### config.mk
export PLATFORM = sky130hd
export DESIGN_NAME = nest_irq_ctrl
export DESIGN_NICKNAME = d
export VERILOG_FILES = /design/src/rtl/nic_pkg.sv /design/src/rtl/nic_arbiter.sv /design/src/rtl/nic_gate.sv /design/src/rtl/nic_level_stack.sv /design/src/rtl/nest_irq_ctrl.sv
export SDC_FILE = /design/constraint.sdc
export NUM_CORES = 1
export LEC_CHECK = 0
export BUFFER_PORTS_ARGS = -buffer_cell sky130_fd_sc_hd__buf_2
export CELL_PAD_IN_SITES_DETAIL_PLACEMENT = 2
export CELL_PAD_IN_SITES_GLOBAL_PLACEMENT = 2
export CORE_ASPECT_RATIO = 1.4
export CORE_MARGIN = 1
export CORE_UTILIZATION = 35
export DETAILED_ROUTE_END_ITERATION = 8
export PLACE_DENSITY = 0.91
export REMOVE_ABC_BUFFERS = 1
export SYNTH_ARGS = -nofsm -noshare
export SYNTH_HDL_FRONTEND = slang
export SYNTH_SLANG_ARGS = --single-unit
### constraint.sdc
create_clock -name clk -period 32.2 [get_ports clk]
set_input_delay 0 -clock clk [delete_from_list [all_inputs] [get_ports clk]]
set_output_delay 0 -clock clk [all_outputs]
set_load 0.1 [all_outputs]
### src/rtl/nic_pkg.sv
`timescale 1ns/1ps
package nic_pkg;

    localparam int PRIO_W  = 4;
    localparam int NUM_LVL = (1 << PRIO_W) - 1;

    typedef logic [PRIO_W-1:0]  prio_t;
    // one bit per level; bit k set means a handler at level k is in force
    typedef logic [NUM_LVL:1]   lvl_mask_t;

    typedef enum logic [1:0] {
        STK_HOLD = 2'd0,
        STK_PUSH = 2'd1,
        STK_POP  = 2'd2
    } stk_op_e;

    // highest level held in the mask, 0 when empty
    function automatic prio_t mask_top(input lvl_mask_t m);
        prio_t r;
        r = '0;
        for (int l = 1; l <= NUM_LVL; l++) begin
            if (m[l]) r = prio_t'(l);
        end
        return r;
    endfunction

    // mask with its highest level removed
    function automatic lvl_mask_t mask_drop_top(input lvl_mask_t m);
        lvl_mask_t r;
        prio_t     t;
        r = m;
        t = mask_top(m);
        for (int l = 1; l <= NUM_LVL; l++) begin
            if (prio_t'(l) == t) r[l] = 1'b0;
        end
        return r;
    endfunction

endpackage

### src/rtl/nic_arbiter.sv
`timescale 1ns/1ps
module nic_arbiter
    import nic_pkg::*;
#(
    parameter int NUM_SRC = 8,
    parameter int ID_W    = 3
) (
    input  logic [NUM_SRC-1:0]        req_i,
    input  logic [NUM_SRC*PRIO_W-1:0] prio_i,
    output logic                      win_valid_o,
    output prio_t                     win_lvl_o,
    output logic [ID_W-1:0]           win_id_o
);

    prio_t src_prio [NUM_SRC];

    for (genvar g = 0; g < NUM_SRC; g++) begin : g_unpack
        assign src_prio[g] = req_i[g] ? prio_i[g*PRIO_W +: PRIO_W] : '0;
    end

    // strict compare keeps the lowest index on a tie; level 0 never beats 0
    always_comb begin
        win_lvl_o = '0;
        win_id_o  = '0;
        for (int i = 0; i < NUM_SRC; i++) begin
            if (src_prio[i] > win_lvl_o) begin
                win_lvl_o = src_prio[i];
                win_id_o  = ID_W'(i);
            end
        end
        win_valid_o = (win_lvl_o != '0);
    end

endmodule

### src/rtl/nic_gate.sv
`timescale 1ns/1ps
module nic_gate
    import nic_pkg::*;
(
    input  logic    win_valid_i,
    input  prio_t   win_lvl_i,
    input  prio_t   cur_lvl_i,
    input  logic    ack_i,
    input  logic    eos_i,
    output logic    irq_o,
    output stk_op_e op_o
);

    always_comb begin
        irq_o = win_valid_i && (win_lvl_i > cur_lvl_i);
        if (ack_i && irq_o) begin
            op_o = STK_PUSH;
        end else if (eos_i && (cur_lvl_i != '0)) begin
            op_o = STK_POP;
        end else begin
            op_o = STK_HOLD;
        end
    end

endmodule

### src/rtl/nic_level_stack.sv
`timescale 1ns/1ps
module nic_level_stack
    import nic_pkg::*;
(
    input  logic    clk,
    input  logic    rst,
    input  stk_op_e op_i,
    input  prio_t   push_lvl_i,
    output prio_t   cur_lvl_o
);

    // pushes are strictly increasing, so the stack is a set of levels
    lvl_mask_t active_q;

    always_ff @(posedge clk) begin
        if (rst) begin
            active_q <= '0;
        end else begin
            unique case (op_i)
                STK_PUSH: active_q <= active_q | (lvl_mask_t'(1) << (push_lvl_i - prio_t'(1)));
                STK_POP:  active_q <= mask_drop_top(active_q);
                default:  active_q <= active_q;
            endcase
        end
    end

    assign cur_lvl_o = mask_top(active_q);

endmodule

### src/rtl/nest_irq_ctrl.sv
`timescale 1ns/1ps
module nest_irq_ctrl
    import nic_pkg::*;
#(
    parameter int NUM_SRC = 8,
    parameter int ID_W    = (NUM_SRC > 1) ? $clog2(NUM_SRC) : 1
) (
    input  logic                      clk,
    input  logic                      rst,
    input  logic [NUM_SRC-1:0]        req_i,
    input  logic [NUM_SRC*PRIO_W-1:0] prio_i,
    input  logic                      ack_i,
    input  logic                      eos_i,
    output logic                      irq_o,
    output logic [ID_W-1:0]           win_id_o,
    output logic [PRIO_W-1:0]         cur_level_o
);

    logic    win_valid;
    prio_t   win_lvl;
    prio_t   cur_lvl;
    stk_op_e stk_op;

    nic_arbiter #(
        .NUM_SRC (NUM_SRC),
        .ID_W    (ID_W)
    ) u_arb (
        .req_i       (req_i),
        .prio_i      (prio_i),
        .win_valid_o (win_valid),
        .win_lvl_o   (win_lvl),
        .win_id_o    (win_id_o)
    );

    nic_gate u_gate (
        .win_valid_i (win_valid),
        .win_lvl_i   (win_lvl),
        .cur_lvl_i   (cur_lvl),
        .ack_i       (ack_i),
        .eos_i       (eos_i),
        .irq_o       (irq_o),
        .op_o        (stk_op)
    );

    nic_level_stack u_stk (
        .clk        (clk),
        .rst        (rst),
        .op_i       (stk_op),
        .push_lvl_i (win_lvl),
        .cur_lvl_o  (cur_lvl)
    );

    assign cur_level_o = cur_lvl;

endmodule

---- Yosys cells after proc, flatten, opt, wreduce, memory -nomap -nowiden ----
Index checks and enable logic that the tools add are counted.
word-level totals
  register bits after elaboration ......... 15
  bits of input ports ..................... 44
  output and inout bits ................... 8
  word-level logic and storage cells ...... 138
operators by class
  add/subtract/negate cells ............... 1
  magnitude comparators ................... 9
  equal/unequal tests ..................... 32
  shift-type cells ........................ 1
  multiplexer cells ....................... 58
  bitwise gates (word level) .............. 1
  reduce and logical (&&, ||, !) cells .... 21
operators with widths
  operator                                                                count
  4-bit two-way mux                                                       29
  4-bit equality test (first input constant)                              8
  4-bit > comparator                                                      8
  2-bit by 1-bit != test with 1-bit output (second input constant)        15
  15-bit one-hot mux with 2 select lines                                  1
  2-bit AND reduction                                                     15
  1-bit two-way mux                                                       17
  3-bit by 4-bit equality test with 1-bit output (first input constant)   4
  3-bit two-way mux                                                       5
  15-bit bitwise OR                                                       1
  1-bit by 4-bit left shift with 15-bit output (first input constant)     1
  2-bit two-way mux                                                       6
  2-bit by 4-bit equality test with 1-bit output (first input constant)   2
  4-bit nonzero test                                                      2
  1-bit by 4-bit equality test with 1-bit output (first input constant)   1
  4-bit by 1-bit > comparator with 1-bit output (second input constant)   1
  4-bit by 1-bit subtractor with 4-bit output (second input constant)     1
  1-bit logical AND                                                       3
  2-bit by 1-bit equality test with 1-bit output (second input constant)  1
  2-bit equality test (second input constant)                             1
  2-bit nonzero test                                                      1

---- Longest topological paths before layout ----
Gate-level depths: netlist of run 1.
  depth in word-level cells ............... 27
  gate-level depth with buffers ........... 70
  depth with buffers taken out ............ 68

---- By module ----
From an unflattened synthesis of run 1, not the netlist that was laid out.
second synthesis, totals
  cells, all modules ...................... 387
  area total of the unflattened synthesis .. 2,782.7 um^2
by module, submodules not included
  module           instances  cells an instance  area an instance (um^2)  seq. area each (um^2)
  nic_arbiter      1          256                1,745.4                  0.0
  nic_level_stack  1          114                907.1                    300.3
  nic_gate         1          17                 130.1                    0.0

---- Least setup slack after synthesis of run 1 ----
No wires, ideal clock.
  path type ............................... input to output
  from .................................... in req_i[1]
  to ...................................... out irq_o
  arrival ................................. 13.064 ns
  data required time ...................... 32.200 ns
  slack ................................... 19.136 ns
  stages .................................. 61
  buffers on the path ..................... 1
  cell sequence ........................... buf_6 -> nand2_1 -> inv_1 -> ha_1 -> a41oi_1 -> o21ai_0 -> o21a_1 -> nand3_1 -> o21ai_0 -> ha_1 -> nor3_1 -> maj3_2 -> a22oi_2 -> nand3_1 -> nor2_1 -> a21oi_1 -> ha_1 -> o31ai_1 -> [... 25 more ...] -> nand3_2 -> mux2i_1 -> inv_1 -> ha_1 -> a21oi_1 -> a31oi_1 -> a31oi_1 -> o31a_2 -> a21oi_2 -> a21oi_2 -> inv_2 -> ha_1 -> nor2b_1 -> o21ai_0 -> nand2b_1 -> a21oi_1 -> a41o_1 -> a221oi_1
between the ends
  longest elaborated chain between the ends .. 17
  elaborated cells between the ends (all ways) .. 18
  classes of those cells .................. order compare: 8; mux: 8; reduce/logical: 2
ends and longest elaborated chain
  item                                                             line                               text
  start: declaration                                               nest_irq_ctrl.sv:10                input logic [NUM_SRC-1:0] req_i,
  4-bit two-way mux (*)                                            nic_arbiter.sv:18                  assign src_prio[g] = req_i[g] ? prio_i[g*PRIO_W +: PRIO_W] : '0;
  4-bit > comparator                                               nic_arbiter.sv:26                  if (src_prio[i] > win_lvl_o) begin
  4-bit two-way mux (*)                                            nic_arbiter.sv:26
  4-bit > comparator                                               nic_arbiter.sv:26
  4-bit two-way mux (*)                                            nic_arbiter.sv:26
  4-bit > comparator                                               nic_arbiter.sv:26
  4-bit two-way mux (*)                                            nic_arbiter.sv:26
  4-bit > comparator                                               nic_arbiter.sv:26
  4-bit two-way mux (*)                                            nic_arbiter.sv:26
  4-bit > comparator                                               nic_arbiter.sv:26
  4-bit two-way mux (*)                                            nic_arbiter.sv:26
  4-bit > comparator                                               nic_arbiter.sv:26
  4-bit two-way mux (*)                                            nic_arbiter.sv:26
  4-bit > comparator                                               nic_arbiter.sv:26
  4-bit two-way mux (*)                                            nic_arbiter.sv:26
  4-bit > comparator / 4-bit nonzero test (equally long branches)  nic_gate.sv:15, nic_arbiter.sv:31
  1-bit logical AND (*)                                            nic_gate.sv:15                     irq_o = win_valid_i && (win_lvl_i > cur_lvl_i);
  end: declaration                                                 nest_irq_ctrl.sv:14                output logic irq_o,
Every way passes the cells marked *; elsewhere a longest branch is shown, timed or not.

---- Worst setup path after layout of run 1 ----
  from .................................... in req_i[1]
  to ...................................... reg u_stk.active_q[1]
between the ends
  longest elaborated chain between the ends .. 22
  elaborated cells between the ends (all ways) .. 29
  classes of those cells .................. add/sub: 1; order compare: 8; eq/ne: 3; shift: 1; mux: 10; bitwise: 1; reduce/logical: 5
ends and longest elaborated chain
  item                                                                                             line                               text
  4-bit two-way mux (*)                                                                            nic_arbiter.sv:18
  4-bit > comparator                                                                               nic_arbiter.sv:26
  4-bit two-way mux (*)                                                                            nic_arbiter.sv:26
  4-bit > comparator                                                                               nic_arbiter.sv:26
  4-bit two-way mux (*)                                                                            nic_arbiter.sv:26
  4-bit > comparator                                                                               nic_arbiter.sv:26
  4-bit two-way mux (*)                                                                            nic_arbiter.sv:26
  4-bit > comparator                                                                               nic_arbiter.sv:26
  [... 6 more ...]                                                                                 --
  4-bit two-way mux (*)                                                                            nic_arbiter.sv:26
  4-bit > comparator / 4-bit nonzero test (equally long branches)                                  nic_gate.sv:15, nic_arbiter.sv:31
  1-bit logical AND                                                                                nic_gate.sv:15
  1-bit logical AND                                                                                nic_gate.sv:16                     if (ack_i && irq_o) begin
  2-bit two-way mux                                                                                nic_gate.sv:16
  2-bit equality test / 2-bit by 1-bit equality test with 1-bit output (equally long branches)     nic_level_stack.sv:19              unique case (op_i)
  2-bit by 1-bit != test with 1-bit output (no line) / 2-bit nonzero test (equally long branches)  --
  2-bit AND reduction (no line)                                                                    --
  end signal: assignment                                                                           nic_level_stack.sv:20              STK_PUSH: active_q <= active_q | (lvl_mask_t'(1) << (push_lvl_i - prio_t'(1)));
  end signal: assignment                                                                           nic_level_stack.sv:21              STK_POP: active_q <= mask_drop_top(active_q);
  end signal: assignment                                                                           nic_level_stack.sv:22              default: active_q <= active_q;
  end: declaration                                                                                 nic_level_stack.sv:13              lvl_mask_t active_q;
Marked as above.
A chain may end at the register's enable or synchronous reset.

==> results of run 1 <==
-- path summary, 6_finish.rpt --
kind,from,cells after the start,endpoint,slack (ns)
worst min register to register,u_stk.active_q[2],2,u_stk.active_q[2],0.51
worst min-delay path,rst,2,u_stk.active_q[7],0.17
worst max-delay path,req_i[1],66,u_stk.active_q[1],16.96
worst max register to register,u_stk.active_q[1],25,u_stk.active_q[1],28.27
-- placed cells by master, fill, tap and decap left out, drive strengths merged, types with 4 or more instances in the layout --
cell type and count:
o31ai 11, mux2i 10, ha 20, nand2 59, nand3 14, inv 27
nor2b 4, and3 7, a211oi 12, a41oi 5, clkbuf 4, a221oi 5
nor2 46, o21ai 20, a31o 4, o31a 5, dfxtp 15, o211ai 7
a21oi 30, and2 16, buf 53, nand4 12, nor4 7, a31oi 16
a311oi 10, nor3 11
-- cell families after synthesis --
kind of cell             count (synthesis)  share of synthesized area
adder cells (fa/ha/maj)                 21                     0.0821
buffers and inverters                   36                     0.0499
XOR/XNOR                                 4                     0.0110
AND/OR/NAND/NOR                        195                      0.314
AO/OA/AOI/OAI                          158                      0.404
flip-flops                              15                     0.0942
multiplexers                            13                     0.0444
-- worst max-delay path: cells and delay by family --
family | cells | cell delay (ns)
simple gates | 20 | 3.48
mux | 3 | 1.02
compound gates | 28 | 7.28
buf+inv | 7 | 0.93
fa+ha+maj | 8 | 2.58
-- per-layer routing --
metal	vias up	share of wire	global-route usage
met5	-	0	0
met4	0	0.032	0.115
met3	34	0.030	0.0286
met2	108	0.56	0.557
met1	1942	0.38	0.301
li1	1822	-	-
-- through the flow --
| stage | setup WS [ns] | hold WS (ns) | std cells | util | instance area (um^2) |
|---|---|---|---|---|---|
| floorplan | 19.18 | 0.0721 | 433 | - | 3130 |
| global placement | 18.10 | 0.396 | 591 | 0.405 | 3530 |
| detailed placement | 17.00 | 0.421 | 591 | 0.405 | 3530 |
| CTS | 17.08 | 0.159 | 595 | 0.415 | 3610 |
| global route | 15.77 | 0.185 | 595 | 0.415 | 3610 |
| finish | 16.96 | 0.169 | 595 | 0.415 | 3610 |
-- cell type report --
class | instances | share of cell area
clock buffers | 4 | 0.0218
inverters | 27 | 0.0281
multi-input cells | 391 | 0.756
flip-flops and latches | 15 | 0.0832
well taps | 105 | 0.0364
repair buffers | 53 | 0.0749
==> results.yml, run 1 <==
run_status:
  status: "complete, no violations"
yosys:
  yosys.area.top_type: "dfxtp_1"
  async_reset_ff_frac: 0
  mappedNetlistArea_um2: 3190
  ys_types: 96
  yosysMostFrequentCell: "nand2_1"
  ys_top_cells_by_area: "dfxtp_1 9.4%, ha_1 7.9%, nand2_1 6.8%, nor2_1 5.3%, a21oi_1 4.2%"
  ys_seq_elements: 15
  synthCells: 442
  synth_edf_count: 0
  ys_seq_area_frac: 0.0942
  avgSynthCellArea_um2: 7.21
  synthFlopType: "dfxtp_1"
  yosysWarnings: 0
  yosys-top-cells-count: "58 x nand2_1, 45 x nor2_1, 27 x a21oi_1, 26 x inv_1, 20 x ha_1"
  synth_top_area_frac: 0.0942
sta:
  slew_viol_final: 0
  tightest_slew_ns: 0.904
  setup-violations-final: 0
  rsz0062_at_grt: "false"
  fin_worst_skew_ns: 0.00301
  final.period_utilization: 0.473
  hold_viol: 0
  tns_ns: 0
  period_needed_ns: 15.24
  maxSlewHeadroom: 0.395
  fmax_mhz: 65.6
grt:
  antenna_found_initial: 0
  track_usage: 0.286
  grt_start_max_net_pins: 17
  grt_pass1_wl_um: 21200
  grt_overflow_total: 0
  grt_pass1_vias: 4273
clock_network:
  clockBufferDepth: 2
  ctsResizeCount: 0
  clock_latency_ns: 0.26
  cts_sinks: 15
  clkTransAtPathRegs_ns: 0.05
  cts_tree: "built"
  ctsHoldBuffers: 0
  cts_setup_buffers: 0
  root_buffer: "clkbuf_16"
  htreeDepth: 1
  cts_buffers: 3
final_layout:
  regMostFlops: "u_stk.active_q"
  areaGrowthSynthToFinish_pct: 13.3
  fin_nets: 555
  largest_reg_flops: 15
  antenna_cells: 0
  multi_input_area_um2: 2730
  reg_top3: "u_stk.active_q: 15 flops"
  layout-drive-gt1-share: 0.210
  regArea_um2: 300
  fillers: 1057
die:
  initial_core_util: 0.366
  ios: 52
  fp-row-count: 40
  dieHeight_um: 115
  die_w_um: 82.6
  core_um2: 8710
  dieArea_um2: 9500
setup_path:
  cp_slowest_cell: "o32ai_1"
  critical_path_required_ns: 32.30
  cp-start-kind: "input pin"
  cpPeakStageDelay_ns: 0.79
  critPathArrivalTime_ns: 15.33
  critPathMostFrequentCell: "ha_1"
  critPathMaxFanout: 14
  path_class: "in2reg"
  critPathCaptureType: "flip-flop"
route:
  vias: 3906
  drc_errors: 0
  wl_per_cell_um: 21.9
  drt_iter0_markers: 104
  vias_per_cell: 6.56
  wirelength_um: 13000
  drt_pass1_iterations: 4
  antenna_left: 0
placed_design:
  portBuffers: 51
  gp_congestion: 0.872
  post-dp-hpwl_um: 10800
run:
  cap_viol_max_count: 0
worst_hold_path:
  hold_class: "in2reg"
Power of run 1 is not shown: default switching activity piles up to over one toggle a cycle in this logic, so the estimate is an artifact.
==> inputs of run 2 (changes only) <==
Settings changed: ABC_AREA from default to 1, CORE_UTILIZATION 35 to 28, PLACE_DENSITY 0.91 to 0.84.
Clock period 32.2 ns to 15.9 ns, I/O delays scaled along.
==> run 2 against run 1 <==
Against the previous run:
- the flow now finishes with violations (DRC)
- critical path depth up 3
- die area up 3.3%
- hold slack better by 0.087 ns
- synthesized cell count up 5.4%
- critical endpoint is now irq_o
==> results.yml, run 2 <==
setup_path:
  reg2reg_slack_ns: 12.51
  cp_slowest_cell: "buf_2"
  cpPeakStageDelay_ns: 0.45
  reg2reg_from: "u_stk.active_q[1]"
  cp-start-kind: "input pin"
  reg2regPathDepth: 21
  critical_path_required_ns: 15.90
  crit_end: "irq_o"
  critPathLaunch: "req_i[1]"
  critPathMaxFanout: 10
  critPathMostFrequentCell: "nand2_1"
  critPathArrivalTime_ns: 8.73
  r2r-end: "u_stk.active_q[5]"
  path_class: "in2out"
  critPathCaptureType: "output port"
route:
  drt_iter0_markers: 46
  vias: 3082
  drt_pass1_iterations: 6
  wirelength_um: 9180
  antenna_left: 0
  vias_per_cell: 4.92
  wl_per_cell_um: 14.6
  drc_errors: 5
clock_network:
  cts_sinks: 15
  clockBufferDepth: 2
  ctsHoldBuffers: 0
  clkTransAtPathRegs_ns: 0.05
  root_buffer: "clkbuf_16"
  cts_tree: "built"
  cts_setup_buffers: 0
  cts_buffers: 3
  htreeDepth: 1
  ctsResizeCount: 0
  clock_latency_ns: 0.25
die:
  die_w_um: 84.0
  dieArea_um2: 9810
  fp-row-count: 41
  initial_core_util: 0.290
  dieHeight_um: 117
  ios: 52
  core_um2: 9080
final_layout:
  fin_nets: 585
  multi_input_area_um2: 2010
  areaGrowthSynthToFinish_pct: 17.6
  final_common_cell: "nand2_1"
  layout_common_cells: "149 x nand2_1, 71 x inv_1, 51 x buf_2, 43 x nand3_1, 34 x nor2_1"
  regArea_um2: 300
  fillers: 1199
  layout-drive-gt1-share: 0.231
  reg_top3: "u_stk.active_q: 15 flops"
  final_cells: 627
  antenna_cells: 0
  largest_reg_flops: 15
  regMostFlops: "u_stk.active_q"
placed_design:
  dpl.cell_count: 623
  portBuffers: 51
  gp_congestion: 0.883
  post-dp-hpwl_um: 8080
sta:
  period_needed_ns: 8.73
  tightest_slew_ns: 0.524
  hold_viol: 0
  tns_ns: 0
  rsz0062_at_grt: "false"
  fmax_mhz: 115
  slew_viol_final: 0
  final.period_utilization: 0.549
  setup-violations-final: 0
  fin_worst_skew_ns: 0.00161
  maxSlewHeadroom: 0.649
yosys:
  synth_top_family_by_area: "simple AND/OR/NAND/NOR gates"
  synth_compound_area_frac: 0.0997
  synth_edf_count: 0
  synthCells: 466
  async_reset_ff_frac: 0
  yosysWarnings: 0
  synth_xor_area_frac: 0
  ys_seq_elements: 15
  synth_top_area_frac: 0.212
  yosys-top-cells-count: "149 x nand2_1, 71 x inv_1, 43 x nand3_1, 34 x nor2_1, 24 x nand2_2"
  ys_types: 30
  synthFlopType: "dfxtp_1"
  mappedNetlistArea_um2: 2640
  synthMuxAreaShare: 0
  yosys.area.top_type: "nand2_1"
  synth-simple-area-share: 0.568
  synthAdderAreaFrac: 0.0950
  avgSynthCellArea_um2: 5.65
  ys_top_cells_by_area: "nand2_1 21%, dfxtp_1 11%, inv_1 10%, ha_1 9.5%, nand3_1 8.2%"
  yosysMostFrequentCell: "nand2_1"
  ys_seq_area_frac: 0.114
run_status:
  violations: "DRC"
  status: "finished with violations"
grt:
  grt_pass1_vias: 3480
  grt_pass1_wl_um: 15800
  antenna_found_initial: 0
  grt_overflow_total: 0
  track_usage: 0.200
  grt_start_max_net_pins: 16
worst_hold_path:
  worstHoldStart: "rst"
  hold_class: "in2reg"
run:
  cap_viol_max_count: 0
run 2: how the worst min path moves through the flow:
| stage | to | depth (start not counted) | slack (ns) |
|---|---|---|---|
| 6_report | u_stk.active_q[5] | 4 | 0.26 |
| 5_1_grt | u_stk.active_q[12] | 5 | 0.28 |
| 4_1_cts | u_stk.active_q[5] | 4 | 0.26 |
| 3_5_place_dp | u_stk.active_q[0] | 2 | 0.48 |
| 3_3_place_gp | u_stk.active_q[7] | 2 | 0.46 |
| 2_1_floorplan | u_stk.active_q[12] | 4 | 0.27 |
run 2: cell families (layout without fill, tap and decap cells):
kind of cell	count (synthesis)	count (layout)
flip-flops	15	15
adder cells (fa/ha/maj)	20	20
AND/OR/NAND/NOR	297	297
AO/OA/AOI/OAI	48	48
buffers and inverters	86	140
run 2: through the flow:
| step | utilization | cell area, um^2 | setup WS [ns] | hold WS [ns] |
|---|---|---|---|---|
| floorplan | - | 2630 | 6.75 | 0.269 |
| global placement | 0.333 | 3020 | 7.31 | 0.462 |
| detailed placement | 0.333 | 3020 | 6.88 | 0.481 |
| CTS | 0.341 | 3100 | 7.00 | 0.255 |
| global route | 0.341 | 3100 | 6.19 | 0.281 |
| finish | 0.341 | 3100 | 7.17 | 0.256 |
run 2: cell type report:
class	instances	share of cell area
repair buffers	51	0.0824
well taps	107	0.0432
multi-input cells	365	0.649
flip-flops and latches	15	0.0969
inverters	85	0.103
clock buffers	4	0.0254
run 2: worst max-delay path, delay by kind of cell:
family          cells  cell delay [ns]
simple gates       44             3.93
fa+ha+maj           8             2.47
buf+inv             8             0.94
compound gates      9             1.38
run 2: layer usage:
layer / global-route usage / share of wire
met1: 0.192 / 0.38
met2: 0.440 / 0.58
met3: 0.0161 / 0.019
met4: 0.0609 / 0.022
met5: 0 / 0
Power of run 2 is left out for the same reason.
